### src/rtl/pd_pkg.sv
package pd_pkg;

    localparam int IDLE_W = 8;
    localparam int XW_W   = 3;
    localparam int MW_W   = 3;

    typedef enum logic {
        LVL_DOWN = 1'b0,
        LVL_UP   = 1'b1
    } cke_lvl_e;

    typedef struct packed {
        logic [IDLE_W-1:0] idle_limit;
        logic [XW_W-1:0]   exit_wait;
        logic [MW_W-1:0]   min_width;
    } pd_timing_t;

    function automatic logic [MW_W-1:0] width_sat_inc(input logic [MW_W-1:0] v);
        return (v == {MW_W{1'b1}}) ? v : v + MW_W'(1);
    endfunction

    function automatic logic [IDLE_W-1:0] idle_sat_inc(input logic [IDLE_W-1:0] v);
        return (v == {IDLE_W{1'b1}}) ? v : v + IDLE_W'(1);
    endfunction

endpackage

### src/rtl/pd_idle_timer.sv
module pd_idle_timer
    import pd_pkg::*;
(
    input  logic              clk,
    input  logic              rst,
    input  logic              req,
    input  logic [IDLE_W-1:0] limit,
    output logic              idle_o
);

    logic [IDLE_W-1:0] idle_cnt;

    always_ff @(posedge clk) begin
        if (rst) begin
            idle_cnt <= '0;
        end else if (req) begin
            idle_cnt <= '0;
        end else begin
            idle_cnt <= idle_sat_inc(idle_cnt);
        end
    end

    assign idle_o = (limit != '0) && (idle_cnt >= limit);


    idle_clear_chk: assert property (@(posedge clk) disable iff (rst)
        req |=> (idle_cnt == '0));

endmodule

### src/rtl/pd_cke_fsm.sv
module pd_cke_fsm
    import pd_pkg::*;
(
    input  logic       clk,
    input  logic       rst,
    input  logic       grp_idle,
    input  logic       grp_wake,
    input  pd_timing_t cfg,
    output logic       cke_o,
    output logic       enter_o,
    output logic       exit_o,
    output logic       cmd_ok_o
);

    cke_lvl_e          lvl_q;
    logic [MW_W-1:0]   lvl_age;
    logic [XW_W-1:0]   xw_cnt;
    logic              may_toggle;
    logic              go_down;
    logic              go_up;

    assign may_toggle = (lvl_age >= cfg.min_width);
    assign go_down    = (lvl_q == LVL_UP) && grp_idle && !grp_wake
                        && may_toggle && (xw_cnt == '0);
    assign go_up      = (lvl_q == LVL_DOWN) && grp_wake && may_toggle;

    always_ff @(posedge clk) begin
        if (rst) begin
            lvl_q   <= LVL_UP;
            lvl_age <= {MW_W{1'b1}};
            xw_cnt  <= '0;
            enter_o <= 1'b0;
            exit_o  <= 1'b0;
        end else begin
            enter_o <= go_down;
            exit_o  <= go_up;
            if (go_down) begin
                lvl_q   <= LVL_DOWN;
                lvl_age <= MW_W'(1);
                xw_cnt  <= '0;
            end else if (go_up) begin
                lvl_q   <= LVL_UP;
                lvl_age <= MW_W'(1);
                xw_cnt  <= cfg.exit_wait;
            end else begin
                lvl_age <= width_sat_inc(lvl_age);
                if (xw_cnt != '0) begin
                    xw_cnt <= xw_cnt - XW_W'(1);
                end
            end
        end
    end

    assign cke_o    = (lvl_q == LVL_UP);
    assign cmd_ok_o = (lvl_q == LVL_UP) && (xw_cnt == '0);


    min_width_chk: assert property (@(posedge clk) disable iff (rst)
        (cke_o != $past(cke_o)) |-> ($past(lvl_age) >= $past(cfg.min_width)));


    enter_strobe_chk: assert property (@(posedge clk) disable iff (rst)
        enter_o |-> (!cke_o && $past(cke_o)));


    exit_strobe_chk: assert property (@(posedge clk) disable iff (rst)
        exit_o |-> (cke_o && !$past(cke_o)));


    exit_wait_chk: assert property (@(posedge clk) disable iff (rst)
        ($rose(cke_o) && ($past(cfg.exit_wait) != '0)) |-> !cmd_ok_o);


    wake_chk: assert property (@(posedge clk) disable iff (rst)
        (!cke_o && grp_wake && may_toggle) |=> cke_o);

endmodule

### src/rtl/pd_rank_ctrl.sv
module pd_rank_ctrl
    import pd_pkg::*;
#(
    parameter int NUM_RANKS = 4
) (
    input  logic                  clk,
    input  logic                  rst,
    input  logic                  share_cke,
    input  logic [IDLE_W-1:0]     idle_limit,
    input  logic [XW_W-1:0]       exit_wait,
    input  logic [MW_W-1:0]       cke_min_width,
    input  logic [NUM_RANKS-1:0]  req_pending,
    output logic [NUM_RANKS-1:0]  cke_o,
    output logic [NUM_RANKS-1:0]  pd_enter_o,
    output logic [NUM_RANKS-1:0]  pd_exit_o,
    output logic [NUM_RANKS-1:0]  cmd_ok_o
);

    localparam int NUM_PAIRS = NUM_RANKS / 2;

    pd_timing_t             cfg;
    logic [NUM_RANKS-1:0]   rank_idle;
    logic [NUM_RANKS-1:0]   grp_idle;
    logic [NUM_RANKS-1:0]   grp_wake;

    assign cfg.idle_limit = idle_limit;
    assign cfg.exit_wait  = exit_wait;
    assign cfg.min_width  = cke_min_width;

    for (genvar r = 0; r < NUM_RANKS; r++) begin : g_rank
        pd_idle_timer u_idle (
            .clk    (clk),
            .rst    (rst),
            .req    (req_pending[r]),
            .limit  (cfg.idle_limit),
            .idle_o (rank_idle[r])
        );

        pd_cke_fsm u_fsm (
            .clk      (clk),
            .rst      (rst),
            .grp_idle (grp_idle[r]),
            .grp_wake (grp_wake[r]),
            .cfg      (cfg),
            .cke_o    (cke_o[r]),
            .enter_o  (pd_enter_o[r]),
            .exit_o   (pd_exit_o[r]),
            .cmd_ok_o (cmd_ok_o[r])
        );
    end

    for (genvar p = 0; p < NUM_PAIRS; p++) begin : g_pair
        localparam int LO = 2 * p;
        localparam int HI = 2 * p + 1;
        logic pair_idle;
        logic pair_wake;

        assign pair_idle = rank_idle[LO] && rank_idle[HI];
        assign pair_wake = req_pending[LO] || req_pending[HI];

        always_comb begin
            if (share_cke) begin
                grp_idle[LO] = pair_idle;
                grp_idle[HI] = pair_idle;
                grp_wake[LO] = pair_wake;
                grp_wake[HI] = pair_wake;
            end else begin
                grp_idle[LO] = rank_idle[LO];
                grp_idle[HI] = rank_idle[HI];
                grp_wake[LO] = req_pending[LO];
                grp_wake[HI] = req_pending[HI];
            end
        end


        shared_both_idle_chk: assert property (@(posedge clk) disable iff (rst)
            ($past(share_cke) && (pd_enter_o[LO] || pd_enter_o[HI]))
            |-> ($past(rank_idle[LO]) && $past(rank_idle[HI])));
    end

    if ((NUM_RANKS % 2) == 1) begin : g_odd
        assign grp_idle[NUM_RANKS-1] = rank_idle[NUM_RANKS-1];
        assign grp_wake[NUM_RANKS-1] = req_pending[NUM_RANKS-1];
    end


    zero_limit_chk: assert property (@(posedge clk) disable iff (rst)
        ($past(idle_limit) == '0) |-> (pd_enter_o == '0));

endmodule

### config.mk
export PLATFORM = sky130hd
export DESIGN_NAME = pd_rank_ctrl
export DESIGN_NICKNAME = d
export VERILOG_FILES = /design/src/rtl/pd_pkg.sv /design/src/rtl/pd_idle_timer.sv /design/src/rtl/pd_cke_fsm.sv /design/src/rtl/pd_rank_ctrl.sv
export SDC_FILE = /design/constraint.sdc
export NUM_CORES = 1
export LEC_CHECK = 0
export ABC_AREA = 1
export BUFFER_PORTS_ARGS = -buffer_cell sky130_fd_sc_hd__buf_4
export CAP_MARGIN = 5
export CORE_MARGIN = 3
export CORE_UTILIZATION = 55
export CTS_CLUSTER_DIAMETER = 50
export CTS_CLUSTER_SIZE = 30
export DETAILED_ROUTE_END_ITERATION = 10
export GPL_TIMING_DRIVEN = 0
export PLACE_DENSITY = 0.77
export SLEW_MARGIN = 10
export SYNTH_ARGS = -nofsm -noshare
export SYNTH_HDL_FRONTEND = slang
export SYNTH_SLANG_ARGS = --single-unit
### constraint.sdc
create_clock -name clk -period 1.61 [get_ports clk]
set_input_delay 0 -clock clk [delete_from_list [all_inputs] [get_ports clk]]
set_output_delay 0 -clock clk [all_outputs]
set_load 0.01 [all_outputs]
# == Word level (Yosys, flattened, before mapping) ==
# Cells that the tools add are included.
# totals
reg_bits,68
wordCells,165
# op_classes
eq_ne,12
n_reduce_logical,69
mux,32
add_sub_neg,12
order_cmp,8
n_bitwise,4
# ops
cell,n
$mux 3,20
$logic_and 1x1->1,34
$add 8x1->8 const B,4
$eq 8x8->1 const B,4
$ge 8x8->1,4
$reduce_bool 2->1,8
$reduce_or 2->1,8
$add 3x1->3 const B,4
$eq 3x3->1 const B,4
$ge 3x3->1,4
$logic_not 3->1,4
$ne 3x1->1 const B,4
$reduce_bool 3->1,4
$reduce_or 3->1,4
$sub 3x1->3 const B,4
$mux 1,8
$mux 2,4
$reduce_bool 8->1,1
$logic_not 1->1,4
$not 1->1,4
$logic_or 1x1->1,2

# == Depth between registers and ports, before layout ==
# logic_depth
depth_word,9
ltp_mapped,14
depth_no_buf,14

# == Hierarchy ==
# A second synthesis with hierarchy kept.
# unflattened
hier_cells,711
area_unflattened_um2,4928.5
# by_module_without_submodules
module,seq_area_each_um2,cells_per_inst,area_each_um2,n_inst
pd_idle_timer,160.2,95,638.1,4
pd_cke_fsm,180.2,77,571.8,4
pd_rank_ctrl,0.0,23,88.8,1

# == Worst setup path after synthesis ==
# OpenSTA, ideal clock, no wires.
# synth_path
path_kind,register -> register
startpoint,reg g_rank[0].u_idle.idle_cnt[0]
endpoint,reg g_rank[0].u_fsm.lvl_age[2]
arrival_ns,1.365
slack_ns,0.115
path_stages_with_launch,12
path_buffers,0
cell_sequence,dfxtp_1 inv_1 ha_1 nand2_1 nor2_1 nor2_1 nand2_1 nand2_1 a21oi_1 nand3_2 nand3_1 nand3_1
# synth_via
elab_chain_cells,9
# synth_rtl
element,line,rtl
start: declaration,pd_idle_timer.sv:11,logic [IDLE_W-1:0] idle_cnt;
start signal: assignment,pd_idle_timer.sv:19,idle_cnt <= idle_sat_inc(idle_cnt);
$ge 8x8->1 *,pd_idle_timer.sv:23,assign idle_o = (limit != '0) && (idle_cnt >= limit);
$logic_and 1x1->1 *,pd_idle_timer.sv:23,
$logic_and 1x1->1,pd_rank_ctrl.sv:58,assign pair_idle = rank_idle[LO] && rank_idle[HI];
$mux 2 *,pd_rank_ctrl.sv:62,if (share_cke) begin
$logic_and 1x1->1 * (2 in series),pd_cke_fsm.sv:23,assign go_down = (lvl_q == LVL_UP) && grp_idle && !grp_wake
$logic_and 1x1->1 * (2 in series),pd_cke_fsm.sv:24,&& may_toggle && (xw_cnt == '0);
$ne 3x1->1 (no source line) or $mux 3 (tied branches),n/a,
end signal: assignment,pd_cke_fsm.sv:30,lvl_age <= {MW_W{1'b1}};
end signal: assignment,pd_cke_fsm.sv:46,lvl_age <= width_sat_inc(lvl_age);
end: declaration,pd_cke_fsm.sv:16,logic [MW_W-1:0] lvl_age;
# Every way passes the cells marked *; elsewhere a longest branch is shown, timed or not.
# A chain may end at the register's enable or synchronous reset.

# == Worst setup path in the final report ==
# layout_path
startpoint,reg g_rank[2].u_idle.idle_cnt[7]
endpoint,reg g_rank[2].u_fsm.lvl_age[2]
# layout_via
elab_chain_cells,9
# layout_rtl
element,line
start: declaration,pd_idle_timer.sv:11
start signal: assignment,pd_idle_timer.sv:19
$ge 8x8->1 *,pd_idle_timer.sv:23
$logic_and 1x1->1 *,pd_idle_timer.sv:23
$logic_and 1x1->1,pd_rank_ctrl.sv:58
$mux 2 *,pd_rank_ctrl.sv:62
$logic_and 1x1->1 * (2 in series),pd_cke_fsm.sv:23
$logic_and 1x1->1 * (2 in series),pd_cke_fsm.sv:24
$ne 3x1->1 (no source line) or $mux 3 (tied branches),n/a
end signal: assignment,pd_cke_fsm.sv:30
end signal: assignment,pd_cke_fsm.sv:46
end: declaration,pd_cke_fsm.sv:16
# Marks and branches as above.

==> flow_metrics.env <==
export IMPL_grt_overflow_total=0
export IMPL_postSynthCellCount=614
export IMPL_netSwitchingFraction_pct=39.4
export IMPL_max_freq_mhz=581
export IMPL_clkPwrFrac_pct=19.3
export IMPL_synth_top_family_by_area="simple AND/OR/NAND/NOR gates"
export IMPL_grt_pass1_wl_um=18400
export IMPL_grt_max_degree=13
export IMPL_fin_tns_setup_ns=-1.01
export IMPL_synth_xor_area_share_pct=3.08
export IMPL_slew_violations=0
export IMPL_p_int_mw=4.51
export IMPL_synthFlopType="dfxtp_1"
export IMPL_cp_required_ns=1.83
export IMPL_placed_area_sq_mm=0.00494
export IMPL_post_route_period_util_pct=107
export IMPL_seq_area_frac_synth_pct=29.9
export IMPL_worstMarginPinSlew_ns=0.585
export IMPL_synth_mux_area_share_pct=0
export IMPL_drc=0
export IMPL_finalHoldViolCount=0
export IMPL_via_count=4478
export IMPL_final_nets=783
export IMPL_synth_fa_ha_area_share_pct=17.6
export IMPL_hold_ws_ns=0.0106
export IMPL_cap_viol_max_count=0
export IMPL_path_max_fanout=8
export IMPL_clk_pin_slew_ns=0.08
export IMPL_comb_power_share_pct=50.3
export IMPL_start_util_pct=57.7
export IMPL_avgSynthCellArea_sq_um=7.42
export IMPL_cts_htree_levels=3
export IMPL_drive_gt1_share_pct=42.0
export IMPL_rows=32
export IMPL_totalPowerFinal_mw=7.44
export IMPL_cts_tree="yes"
export IMPL_relSlewSlack_pct=61.0
export IMPL_vdd_drop_max_mv=1.04
export IMPL_grt_use_total_pct=23.3
export IMPL_fill_cells=440
export IMPL_status="finished, violations left"
export IMPL_finalSetupViolCount=23
export IMPL_io_buffer_count=35
export IMPL_rsz0062_at_grt="yes"
export IMPL_cp_arrival_ns=1.94
export IMPL_area_growth_pct=37.0
export IMPL_leakagePower_nw=2.82
export IMPL_drtAntennaViolNets=0
export IMPL_yosysWarnings=0
export IMPL_fin_util_pct=79.1
export IMPL_dr_pass1_iters=5
export IMPL_antenna_found_initial=0
export IMPL_fin_crit_ns=1.72
export IMPL_p_seq_share_pct=30.4
export IMPL_crit_type="reg -> reg"
export IMPL_synth_compound_area_share_pct=11.7
export IMPL_cts_root_buf="clkbuf_8"
export IMPL_fin_worst_skew_ns=0.00873
export IMPL_violations="negative setup slack"
export IMPL_design_area_sq_mm=0.00624
export IMPL_clock_sinks=68
export IMPL_hold_class="in -> reg"
export IMPL_coreArea_sq_mm=0.00789
export IMPL_synth_area_sq_mm=0.00455
export IMPL_async_flop_share_pct=0
export IMPL_yosys_cell_types_count=38
export IMPL_pwr_density_cell_mw_per_mm2=1190
export IMPL_wire_per_inst_um=16.1
export IMPL_grt_pass1_vias=4084
export IMPL_io_pins=37
export IMPL_dp_hpwl_um=7530
export IMPL_die_h_um=97
export IMPL_cts_buffer_depth=2
export IMPL_p_sw_mw=2.93
export IMPL_cts_buffers=9
export IMPL_first_iter_violations=236
export IMPL_clk_latency_ns=0.36
export IMPL_die_area_sq_mm=0.00941
export IMPL_synth_fp_nets=699
export IMPL_synth_edff_count=0
export IMPL_setup_slack_ns=-0.111
export IMPL_n_antenna_cell=0
export IMPL_start_kind="flop"
export IMPL_yosys_area_share_simple_pct=26.3
export IMPL_via_per_inst=5.56
export IMPL_dieWidth_um=97
export IMPL_yosys_register_bits=68
export IMPL_gp_congestion=0.820
export IMPL_routed_wl_um=13000
export IMPL_critPathCaptureType="flop"
==> synth_stat cells, types with 3 or more instances <==
master,count,area share [%]
inv_2,17,1.4
nand2_2,5,0.69
nor2_2,4,0.55
nor3_4,3,1.1
nor2_4,4,0.99
a31oi_1,6,0.82
inv_1,83,6.8
a211oi_1,4,0.66
nor3_1,7,0.77
o21ai_0,11,1.2
nand3_1,47,5.2
nor2_1,75,6.2
ha_1,64,18
buf_4,16,2.6
a21oi_1,31,3.4
nand2_1,92,7.6
o211ai_1,8,1.3
dfxtp_1,68,30
o21bai_1,3,0.49
o21ai_1,18,2.0
nand3_2,6,1.3
nand4_1,7,0.96
xor2_1,15,2.9
==> metrics by stage <==
stage / std cells / setup WS (ns)
2_1_floorplan: 614 / 0.115
3_3_place_gp: 751 / -0.200
3_5_place_dp: 751 / -0.247
4_1_cts: 782 / -0.0441
5_1_grt: 805 / -0.163
6_report: 805 / -0.111
==> layout by cell type (no fill, tap or decap), types with 6 or more instances in the layout <==
| master | n |
|---|---|
| nand3_2 | 20 |
| inv_2 | 26 |
| nor2_1 | 57 |
| dfxtp_4 | 15 |
| a21oi_2 | 8 |
| inv_1 | 73 |
| o21ai_0 | 7 |
| clkbuf_8 | 10 |
| ha_1 | 37 |
| buf_6 | 6 |
| buf_4 | 82 |
| nand4_1 | 7 |
| nand2_4 | 7 |
| dfxtp_1 | 30 |
| xor2_1 | 15 |
| ha_4 | 26 |
| nor3_1 | 6 |
| dfxtp_2 | 23 |
| o211ai_1 | 8 |
| nand2_1 | 73 |
| nand3_1 | 29 |
| nand2_2 | 17 |
| o21ai_1 | 19 |
| a21oi_1 | 22 |
| nor2_2 | 16 |
| a31oi_1 | 6 |
| nor2_4 | 10 |
==> flip-flops by register name, summed over array words and instances, names as in the netlist <==
signal / count
g_rank.u_idle.idle_cnt: 32
g_rank.u_fsm.lvl_age: 12
g_rank.u_fsm.cke_o: 4
g_rank.u_fsm.enter_o: 4
g_rank.u_fsm.xw_cnt: 12
g_rank.u_fsm.exit_o: 4
==> timing repair <==
action | 4_1_cts | 5_1_grt
pin swaps | 23 | 48
gates resized for setup | 49 | 148
setup buffers | 13 | 23
hold buffers | 2 | 0
hold endpoints to repair | 8 | 0
endpoints found under the setup margin | 31 | 47
==> routing by layer <==
layer  GRT usage (%)  part of all wire [%]  up-vias
met3            3.68                   4.6       57
met2            40.4                    50      153
li1                -                     -     2173
met1            28.9                    41     2095
met4            8.96                   4.7        0
met5               0                     0        -
==> worst paths after layout <==
path,to,slack (ns),startpoint,cells after the start
min,g_rank[1].u_idle.idle_cnt[1],0.01,req_pending[1],4
min reg2reg,g_rank[1].u_idle.idle_cnt[0],0.49,g_rank[1].u_idle.idle_cnt[0],1
max reg2reg,g_rank[2].u_fsm.lvl_age[2],-0.11,g_rank[2].u_idle.idle_cnt[7],8
max,g_rank[2].u_fsm.lvl_age[2],-0.11,g_rank[2].u_idle.idle_cnt[7],8
==> critical path, cell delays in order, from the launching register on <==
cell and delay (ns):
dfxtp_2 0.34, ha_1 0.30, nand2_1 0.08, nor2_1 0.18, nand2_2 0.11, a21oi_4 0.17
nand3_4 0.18, nand3_2 0.14, nand3_1 0.09
==> logic make-up (layout without fill, tap and decap cells) <==
group,Yosys count,after routing
compound gates,89,89
flops,68,68
fa+ha+maj,64,64
buf+inv,121,210
simple gates,256,256
xor+xnor,16,16
==> area by class of cell <==
cell class	instances	area (sq um)	share of cell area [%]
clock buffer	10	138	2.21
multi-input combinational	425	3360	53.8
sequential	68	1450	23.2
timing repair buffer	73	572	9.16
clock inverter	6	63.8	1.02
tap	102	128	2.04
inverter	102	395	6.34
buffer	19	140	2.25
==> power groups by stage <==
stage | Sequential, mW | Clock [mW] | Combinational (mW)
CTS | 2.19 | 1.43 | 2.95
detailed placement | 2.21 | 0 | 2.72
finish | 2.26 | 1.44 | 3.74
floorplan | 2.16 | 0 | 2.16
global placement | 2.20 | 0 | 2.58
global route | 2.29 | 1.52 | 4.17
Power figures use the tool's default switching activity.
